**src/rtl/ipi_bank_pkg.sv**
```systemverilog
package ipi_bank_pkg;
  localparam int unsigned DATA_W = 32;
  localparam int unsigned DEC_W  = 8;

  localparam logic [DEC_W-1:0] OFF_STAT = 8'h00;
  localparam logic [DEC_W-1:0] OFF_EN   = 8'h04;
  localparam logic [DEC_W-1:0] OFF_SET  = 8'h08;
  localparam logic [DEC_W-1:0] OFF_CLR  = 8'h0C;
  localparam logic [DEC_W-1:0] OFF_MBOX = 8'h20;

  typedef enum logic [2:0] {
    SEL_NONE,
    SEL_STAT,
    SEL_EN,
    SEL_SET,
    SEL_CLR,
    SEL_MBOX
  } reg_sel_e;
endpackage

```
**src/rtl/ipi_addr_decode.sv**
```systemverilog
module ipi_addr_decode
  import ipi_bank_pkg::*;
#(
  parameter int unsigned ADDR_W   = 12,
  parameter int unsigned MBOX_NUM = 8,
  localparam int unsigned IDX_W   = (MBOX_NUM > 1) ? $clog2(MBOX_NUM) : 1
) (
  input  logic [ADDR_W-1:0] addr_i,
  output reg_sel_e          sel_o,
  output logic [IDX_W-1:0]  idx_o
);
  localparam int unsigned MBOX_END = int'(OFF_MBOX) + 4 * MBOX_NUM;

  logic [DEC_W-1:0] off;
  logic [DEC_W-3:0] word;
  logic [DEC_W-1:0] mbox_rel;
  logic             in_mbox;

  assign off      = {addr_i[DEC_W-1:2], 2'b00};
  assign word     = off[DEC_W-1:2];
  assign mbox_rel = off - OFF_MBOX;
  assign in_mbox  = ({1'b0, off} >= {1'b0, OFF_MBOX}) &&
                    ({1'b0, off} <  (DEC_W+1)'(MBOX_END));

  always_comb begin
    sel_o = SEL_NONE;
    idx_o = '0;
    if (word == OFF_STAT[DEC_W-1:2])      sel_o = SEL_STAT;
    else if (word == OFF_EN[DEC_W-1:2])   sel_o = SEL_EN;
    else if (word == OFF_SET[DEC_W-1:2])  sel_o = SEL_SET;
    else if (word == OFF_CLR[DEC_W-1:2])  sel_o = SEL_CLR;
    else if (in_mbox) begin
      sel_o = SEL_MBOX;
      idx_o = mbox_rel[IDX_W+1:2];
    end
  end
endmodule

```
**src/rtl/ipi_status_ctrl.sv**
```systemverilog
module ipi_status_ctrl
  import ipi_bank_pkg::*;
(
  input  logic              clk_i,
  input  logic              rst_ni,
  input  logic              set_wr_i,
  input  logic              clr_wr_i,
  input  logic              en_wr_i,
  input  logic [DATA_W-1:0] wdata_i,
  output logic [DATA_W-1:0] status_o,
  output logic [DATA_W-1:0] en_o,
  output logic              irq_o
);
  logic [DATA_W-1:0] status_q, en_q, set_nxt, clr_nxt;
  logic              irq_q;

  assign set_nxt = status_q | wdata_i;
  assign clr_nxt = status_q & ~wdata_i;

  always_ff @(posedge clk_i or negedge rst_ni) begin
    if (!rst_ni) begin
      status_q <= '0;
      en_q     <= '0;
      irq_q    <= 1'b0;
    end else begin
      if (en_wr_i) en_q <= wdata_i;
      if (set_wr_i) begin
        status_q <= set_nxt;
        if ((set_nxt & en_q) != '0) irq_q <= 1'b1;
      end
      if (clr_wr_i) begin
        status_q <= clr_nxt;
        // drop only on empty status with a non-zero enable
        if (clr_nxt == '0 && en_q != '0) irq_q <= 1'b0;
      end
    end
  end

  assign status_o = status_q;
  assign en_o     = en_q;
  assign irq_o    = irq_q;

  assert_irq_rise_src_R3: assert property (@(posedge clk_i) disable iff (!rst_ni)
    $rose(irq_q) |-> $past(set_wr_i));
  assert_set_raises_R3: assert property (@(posedge clk_i) disable iff (!rst_ni)
    (set_wr_i && ((status_q | wdata_i) & en_q) != '0) |=> irq_q);
  assert_irq_fall_src_R5: assert property (@(posedge clk_i) disable iff (!rst_ni)
    $fell(irq_q) |-> ($past(clr_wr_i) && $past(en_q) != '0));
  assert_en_keeps_irq_R8: assert property (@(posedge clk_i) disable iff (!rst_ni)
    en_wr_i |=> $stable(irq_q));
endmodule

```
**src/rtl/ipi_mailbox.sv**
```systemverilog
module ipi_mailbox
  import ipi_bank_pkg::*;
#(
  parameter int unsigned MBOX_NUM = 8,
  localparam int unsigned IDX_W   = (MBOX_NUM > 1) ? $clog2(MBOX_NUM) : 1
) (
  input  logic              clk_i,
  input  logic              rst_ni,
  input  logic              wr_i,
  input  logic [IDX_W-1:0]  idx_i,
  input  logic [DATA_W-1:0] wdata_i,
  output logic [DATA_W-1:0] rdata_o
);
  logic [DATA_W-1:0] word_q [MBOX_NUM];

  for (genvar k = 0; k < MBOX_NUM; k++) begin : g_word
    always_ff @(posedge clk_i or negedge rst_ni) begin
      if (!rst_ni)                             word_q[k] <= '0;
      else if (wr_i && idx_i == IDX_W'(k))     word_q[k] <= wdata_i;
    end

    assert_mbox_load_R9: assert property (@(posedge clk_i) disable iff (!rst_ni)
      (wr_i && idx_i == IDX_W'(k)) |=> (word_q[k] == $past(wdata_i)));
  end

  assign rdata_o = word_q[idx_i];
endmodule

```
**src/rtl/ipi_core_bank.sv**
```systemverilog
module ipi_core_bank
  import ipi_bank_pkg::*;
#(
  parameter int unsigned ADDR_W   = 12,
  parameter int unsigned MBOX_NUM = 8
) (
  input  logic              clk_i,
  input  logic              rst_ni,
  input  logic              wr_i,
  input  logic              rd_i,
  input  logic [ADDR_W-1:0] addr_i,
  input  logic [31:0]       wdata_i,
  output logic [31:0]       rdata_o,
  output logic              wr_err_o,
  output logic              irq_o
);
  localparam int unsigned IDX_W = (MBOX_NUM > 1) ? $clog2(MBOX_NUM) : 1;

  reg_sel_e          sel;
  logic [IDX_W-1:0]  idx;
  logic [DATA_W-1:0] status, en, mbox_rd;
  logic [DATA_W-1:0] rd_mux;

  ipi_addr_decode #(.ADDR_W(ADDR_W), .MBOX_NUM(MBOX_NUM)) u_dec (
    .addr_i (addr_i),
    .sel_o  (sel),
    .idx_o  (idx)
  );

  ipi_status_ctrl u_stat (
    .clk_i    (clk_i),
    .rst_ni   (rst_ni),
    .set_wr_i (wr_i && sel == SEL_SET),
    .clr_wr_i (wr_i && sel == SEL_CLR),
    .en_wr_i  (wr_i && sel == SEL_EN),
    .wdata_i  (wdata_i),
    .status_o (status),
    .en_o     (en),
    .irq_o    (irq_o)
  );

  ipi_mailbox #(.MBOX_NUM(MBOX_NUM)) u_mbox (
    .clk_i   (clk_i),
    .rst_ni  (rst_ni),
    .wr_i    (wr_i && sel == SEL_MBOX),
    .idx_i   (idx),
    .wdata_i (wdata_i),
    .rdata_o (mbox_rd)
  );

  always_comb begin
    unique case (sel)
      SEL_STAT: rd_mux = status;
      SEL_EN:   rd_mux = en;
      SEL_MBOX: rd_mux = mbox_rd;
      default:  rd_mux = '0;
    endcase
  end

  assign rdata_o  = rd_i ? rd_mux : '0;
  assign wr_err_o = wr_i && sel == SEL_STAT;

  assert_stat_wr_inert_R2: assert property (@(posedge clk_i) disable iff (!rst_ni)
    wr_err_o |=> ($stable(status) && $stable(en) && $stable(irq_o)));
  assert_unmapped_wr_inert_R10: assert property (@(posedge clk_i) disable iff (!rst_ni)
    (wr_i && sel == SEL_NONE) |=> ($stable(status) && $stable(en) && $stable(irq_o)));
  assert_idle_rdata_R12: assert property (@(posedge clk_i) disable iff (!rst_ni)
    !rd_i |-> rdata_o == '0);
endmodule

```
**config.mk**
```make
export PLATFORM = sky130hd
export DESIGN_NAME = ipi_core_bank
export DESIGN_NICKNAME = d
export VERILOG_FILES = /design/src/rtl/ipi_bank_pkg.sv /design/src/rtl/ipi_addr_decode.sv /design/src/rtl/ipi_status_ctrl.sv /design/src/rtl/ipi_mailbox.sv /design/src/rtl/ipi_core_bank.sv
export SDC_FILE = /design/constraint.sdc
export NUM_CORES = 1
export LEC_CHECK = 0
export ABC_AREA = 1
export CORE_MARGIN = 2
export CORE_UTILIZATION = 50
export DETAILED_ROUTE_END_ITERATION = 8
export DONT_BUFFER_PORTS = 1
export HOLD_SLACK_MARGIN = 0.1
export PLACE_DENSITY = 0.76
export SYNTH_ARGS = -nofsm -noshare
export SYNTH_HDL_FRONTEND = slang
export SYNTH_SLANG_ARGS = --single-unit
```
**constraint.sdc**
```tcl
create_clock -name clk_i -period 1.24 [get_ports clk_i]
set_input_delay 0.062 -clock clk_i [delete_from_list [all_inputs] [get_ports clk_i]]
set_output_delay 0.062 -clock clk_i [all_outputs]
set_load 0.02 [all_outputs]
```
==> metrics.md, run 1 <==
| Metric | Value |
|---|---|
| Status | finished, violations left |
| Failing checks | negative hold slack, negative setup slack |
| Prevailing post-synth register cell | dfrtp_1 |
| Crit path DAT | 1.65 ns |
| DP Wirelength | 26.31 mm |
| Die Area | 31,370 um2 |
| CTS clk-pin slew, worst paths | approximately 0.060 ns |
| Post-route setup slack | -0.4739 ns |
| Final Net Count | between 2,000 and 2,500 |
| Area leader, netlist | dfrtp_1 |
| Setup CP Type | register to primary output |
| Port Buffers | 0 |
| Drt drc | 0 |
| Cts hold-fix bufs | 36 |
| F_max | ~580 MHz |
| Peak VDD IR | 0.0009013 V |
| DRT Wirelength | 42.63 mm |
| Critical Path Fanout Max | 2 |
| Area Overhead vs Synth | 23.48% |
| Total CTS buffers | 36 |
| Clock Latency Late Sink | 0.51 ns |
| Final GP Congestion | roughly 0.85 |
| Final Hold Vio Count | between 300 and 400 |
| YS warnings | 0 |
| Layout cell share with drive strength beyond 1 | roughly 15% |
| Syn Area/Cell | around 8.0 um2 |
| Slew Limit Fails | 0 |
| Post-synth EDFFs | 0 |
| Relative slew slack | approximately 40% |
| Top cells by count, synth | 528 x nand2_1, 352 x o21ai_0, 321 x dfrtp_1 |
| H-tree depth | 2 |
| Most common cell in the netlist | nand2_1 |
| Startpoint Class | register |
| Pin slew with the least headroom to its limit | ~0.9 ns |
| GR Overflow Total | 0 |
| Top post-synthesis cells by area | dfrtp_1 54%, nand2_1 13%, o21ai_0 12%, nor2_1 5.2%, o211ai_1 4.5% |
| Clock buffer depth | 3 |
| P_leak | between 9 and 10 nW |
| Yosys reg bits | between 300 and 400 |
| Core box area | between 20,000 and 30,000 um2 |
| Initial antenna violation count | 3 |
| Min cycle time layout | around 1.7 ns |
| Initial Utilization | between 50% and 60% |
| GRT Util Overall | between 20 and 30% |
| Ys async rst share | between 90% and 100% |
| Chip width | approximately 180 um |
| RSZ-0062 raised after global routing | yes |
| WL/cell | about 18 um |
| Sequential element share of the synthesized area | a little over half |
| Row count | 63 |
| WHS | -0.7373 ns |
| DR iter-0 viols | between 1,000 and 1,500 |
| Pin count of the biggest net entering global routing | about 320 |
| Clock skew | roughly 0.014 ns |
| Count of cell types in the netlist | 25 |
| Dpl cells | 2,292 |
| TritonCTS sink count | ~320 |
| I/O pin count | 82 |
| Power per Cell Area | 1402 nW/um2 |
| CTS Root Cell | clkbuf_16 |
| Detailed-route via count | approximately 13,000 |
| DR vias/cell | 5.576 |
| Final setup fails | 33 |
| Period utilisation layout | 138.2% |
| Setup crit end kind | primary output |
| Syn nets | 1,923 |
| Final ANT Viol Nets | 0 |
| Die height | around 180 um |
| Path type of the worst min-delay path | input port to async pin |
| Post-synth design cell area | about 15,000 um2 |
| Yosys top cell area share | a little over half |
| Finished Layout Cells | approximately 2,400 |
| First-pass GRT wire length | between 60 and 70 mm |
| WP data required | around 1.2 ns |
| Final TNS setup | -11.59 ns |
| Design area | between 15,000 and 20,000 um2 |
| CTS tree | done |
| Mapped Cells | around 1,900 |
| 1st-pass router iterations | 6 |
| Area of placed instances | roughly 17,000 um2 |
| Max-Cap Viols | 0 |
| Number of global-route vias before repair | 13,275 |
==> cell usage in the layout, fill, tap and decap left out, drive strengths merged, types with 3 or more instances in the layout <==
cell and count:
nand2 538, o21ai 387, dfrtp 321, nor2 212, buf 147, inv 140
o211ai 90, a21oi 62, clkbuf 53, dlygate4sd3 35, nand4 10, or2 6
clkinv 4, nand3 3
==> flip-flops by register name (all words and copies together) (netlist names), named ones only <==
signal         count
u_stat.irq_o       1
u_mbox.word_q    256
u_stat.en_o       32
==> power by group <==
group	switching [mW]	leakage, nW	internal (mW)	total, mW
Sequential	0.669	4.34	11.4	12.1
Clock	4.13	0.553	6.12	10.2
Combinational	2.08	4.11	1.52	3.60
==> worst max-delay path, cell delays in order (launching register included) <==
cell and delay [ns]:
dfrtp_1 0.35, o21ai_1 0.06, nor2_1 0.14, o211ai_1 0.14, nand2_1 0.12, nand2_2 0.08
a21oi_4 0.26
==> cell families after synthesis <==
logic type / share of synthesized area, %
flops: 53.60
simple gates: 20.20
buf+inv: 6.696
compound gates: 19.50
==> final timing paths <==
check / from / endpoint / slack (ns) / cells past startpoint
worst max-delay path: u_mbox.word_q[133] / rdata_o[5] / -0.47 / 6
worst min-delay path: rst_ni / u_mbox.word_q[225] / -0.74 / 0
worst max register to register: u_stat.en_o[9] / u_stat.irq_o / -0.10 / 7
worst min register to register: u_mbox.word_q[139] / u_mbox.word_q[139] / 0.48 / 2
max in group asynchronous: rst_ni / u_mbox.word_q[119] / 1.24 / 0
min in group clk_i: wdata_i[7] / u_stat.irq_o / 0.12 / 8
==> through the flow <==
stage               utilization, %  power, mW  worst slack, ns
finish                       62.60      25.95          -0.4739
detailed placement           56.69      15.47          -0.2287
global route                 62.60      27.10          -0.5521
global placement             56.69      15.32          -0.2356
CTS                          62.17      25.89          -0.3993
floorplan                        -      14.26         -0.01638
==> layout make-up <==
class,count,area (um2)
tap,390,488.0
multi-input combinational,1309,6436
timing repair buffer,183,1857
fill,2433,11060
antenna,2,5.005
inverter,141,563.0
clock inverter,5,53.80
sequential,321,8035
clock buffer,53,1066
==> metal layers <==
layer / part of all wire [%] / track usage, % / vias up
met1: 43 / 38.21 / 6468
met2: 46 / 44.26 / 488
li1: - / - / 6348
met5: 0.030 / 0 / -
met3: 7.6 / 5.241 / 99
met4: 3.2 / 10.23 / 2
==> repair_timing <==
item | CTS | global route
setup buffers | 6 | 10
gates resized for setup | 56 | 40
setup endpoints to repair | 34 | 290
hold endpoints to repair | 642 | 321
pin swaps | 43 | 59
Note: power is estimated with default switching activity, not from simulation.
==> run 2: changes to the inputs <==
- REMOVE_ABC_BUFFERS: not set -> 1
- SETUP_SLACK_MARGIN: not set -> 0.3
==> metrics.md, run 2 (synthesis results as in run 1) <==
| Metric | Value |
|---|---|
| Status | finished, violations left |
| Failing checks | negative hold slack, negative setup slack |
| DR vias/cell | between 5 and 6 |
| Clock Latency Late Sink | between 0.5 and 0.6 ns |
| Commonest cells after routing, fill and taps aside | 500 x nand2_1, 321 x dfrtp_1, 284 x o21ai_0, 190 x nor2_1, 133 x inv_1 |
| Total CTS buffers | 35 |
| Reg-to-reg slack, setup | -0.16 ns |
| Crit path DAT | around 1.7 ns |
| GR Overflow Total | 0 |
| First-pass GRT wire length | 72.97 mm |
| DP Wirelength | around 27 mm |
| Final TNS setup | -13.76 ns |
| Pin slew with the least headroom to its limit | between 1 and 1.5 ns |
| CTS Root Cell | clkbuf_16 |
| Startpoint Class | register |
| Port Buffers | 0 |
| Clock skew | 0.01763 ns |
| I/O pin count | 82 |
| Setup crit end kind | primary output |
| Core box area | just under 30,000 um2 |
| Chip width | between 150 and 200 um |
| Peak VDD IR | approximately 0.00085 V |
| WHS | -0.7430 ns |
| Final Hold Vio Count | 321 |
| Relative slew slack | 18.51% |
| Area Overhead vs Synth | 26.57% |
| WL/cell | just under 20 um |
| Pin count of the biggest net entering global routing | 322 |
| Total Power Consumption | ~27 mW |
| Final GP Congestion | between 0.8 and 0.9 |
| Largest reg by FF count | u_mbox.word_q |
| GRT Util Overall | ~30% |
| 1st-pass router iterations | 6 |
| Max-Cap Viols | 0 |
| Cts hold-fix bufs | 36 |
| Path type of the worst min-delay path | input port to async pin |
| Most common cell after layout, fill and taps aside | nand2_1 |
| Initial antenna violation count | 0 |
| CP max-delay cell | dfrtp_1 |
| Finished Core Util | between 60 and 70% |
| Power per Cell Area | approximately 1400 nW/um2 |
| Max FFs per register | between 200 and 300 |
| Min cycle time layout | 1.780 ns |
| Number of global-route vias before repair | 13,864 |
| Initial Utilization | slightly above 50% |
| CTS tree | done |
| Final ANT Viol Nets | 0 |
| Cells on worst reg2reg path | 9 |
| Critical Path Fanout Max | 2 |
| WP data required | roughly 1.2 ns |
| Period utilisation layout | 143.5% |
| RSZ-0062 raised after global routing | yes |
| Detailed-route via count | roughly 14,000 |
| H-tree depth | 2 |
| Slew Limit Fails | 0 |
| Die Area | between 30,000 and 40,000 um2 |
| TritonCTS sink count | approximately 320 |
| F_max | approximately 560 MHz |
| DR iter-0 viols | 1,767 |
| Setup crit end | rdata_o[10] |
| Post-route setup slack | -0.5399 ns |
| Final setup fails | 33 |
| Critical Path Max Stage Delay | about 0.40 ns |
| Drt drc | 0 |
| Final Net Count | between 2,000 and 2,500 |
| CTS clk-pin slew, worst paths | roughly 0.06 ns |
| DRT Wirelength | around 48 mm |
| Reg2Reg Capture Point | u_stat.irq_o |
| Clock buffer depth | 3 |
| Setup CP Type | register to primary output |
| CP Launch Point | u_mbox.word_q[10] |
| Worst path most repeated cell | nand2_1 |
| Die height | around 180 um |
| P_leak | around 9.4 nW |
| Row count | between 60 and 70 |
| Crit path cell chain | o21ai_1 > nor2_1 > o211ai_1 > nand2_1 > nand2_1 > a21oi_2 > buf_4 > buf_6 |
| Layout cell share with drive strength beyond 1 | about 18% |
[run 2: power breakdown]
part	internal [mW]	leakage (nW)	switching [mW]
Clock	6.78	0.604	4.34
Combinational	1.66	4.43	2.19
Sequential	11.4	4.35	0.697
[run 2: repair_timing]
item                                    in CTS  in global routing
buffers inserted                            10                 20
endpoints found under the hold margin      642                321
resized for setup                          105                108
gates cloned                                 0                  5
pin swaps                                   50                 70
endpoints found under the setup margin      35                327
[run 2: worst min path at each step]
stage | start | end | slack, ns
after floorplan | rst_ni | async pin | -0.23
after global placement | rst_ni | u_mbox.word_q[59] | -0.21
after detailed placement | rst_ni | u_mbox.word_q[91] | -0.22
after CTS | rst_ni | async pin | -0.77
after global routing | rst_ni | async pin | -0.76
final | rst_ni | u_mbox.word_q[251] | -0.74
[run 2: layer usage]
| layer | share of wire (%) | global-route usage, % | wire length [um] |
|---|---|---|---|
| met2 | 47 | 48.33 | 22770 |
| met4 | 5.2 | 14.12 | 2539 |
| met3 | 9.2 | 5.305 | 4430 |
| met1 | 39 | 38.09 | 18670 |
| met5 | 0 | 0 | 0 |
[run 2: cell type report]
class | count | area (um2)
inverters | 141 | 566.8
multi-input cells | 1309 | 6301
fillers | 2239 | 10590
diodes | 1 | 2.502
repair buffers | 225 | 2344
well taps | 390 | 488.0
flip-flops and latches | 321 | 8033
clock inverters | 10 | 167.7
clock buffers | 53 | 1065
[run 2: through the flow]
step | cells | worst slack, ns | hold slack [ns] | cell area (um2)
detailed placement | 2315 | -0.2927 | -0.2207 | 16530
finish | 2450 | -0.5399 | -0.7430 | 18970
global placement | 2315 | -0.2863 | -0.2142 | 16530
global route | 2449 | -0.6288 | -0.7649 | 18960
floorplan | 1771 | -1.685 | -0.2336 | 14510
CTS | 2424 | -0.5006 | -0.7718 | 18410
[run 2: worst max-delay path: cells and delay by family, from the launching register on]
kind                   cells  cell delay (ns)
and+or+nand+nor            3             0.21
DFF                        1             0.40
AOI/OAI and AO/OA          3             0.30
buffers and inverters      2             0.30
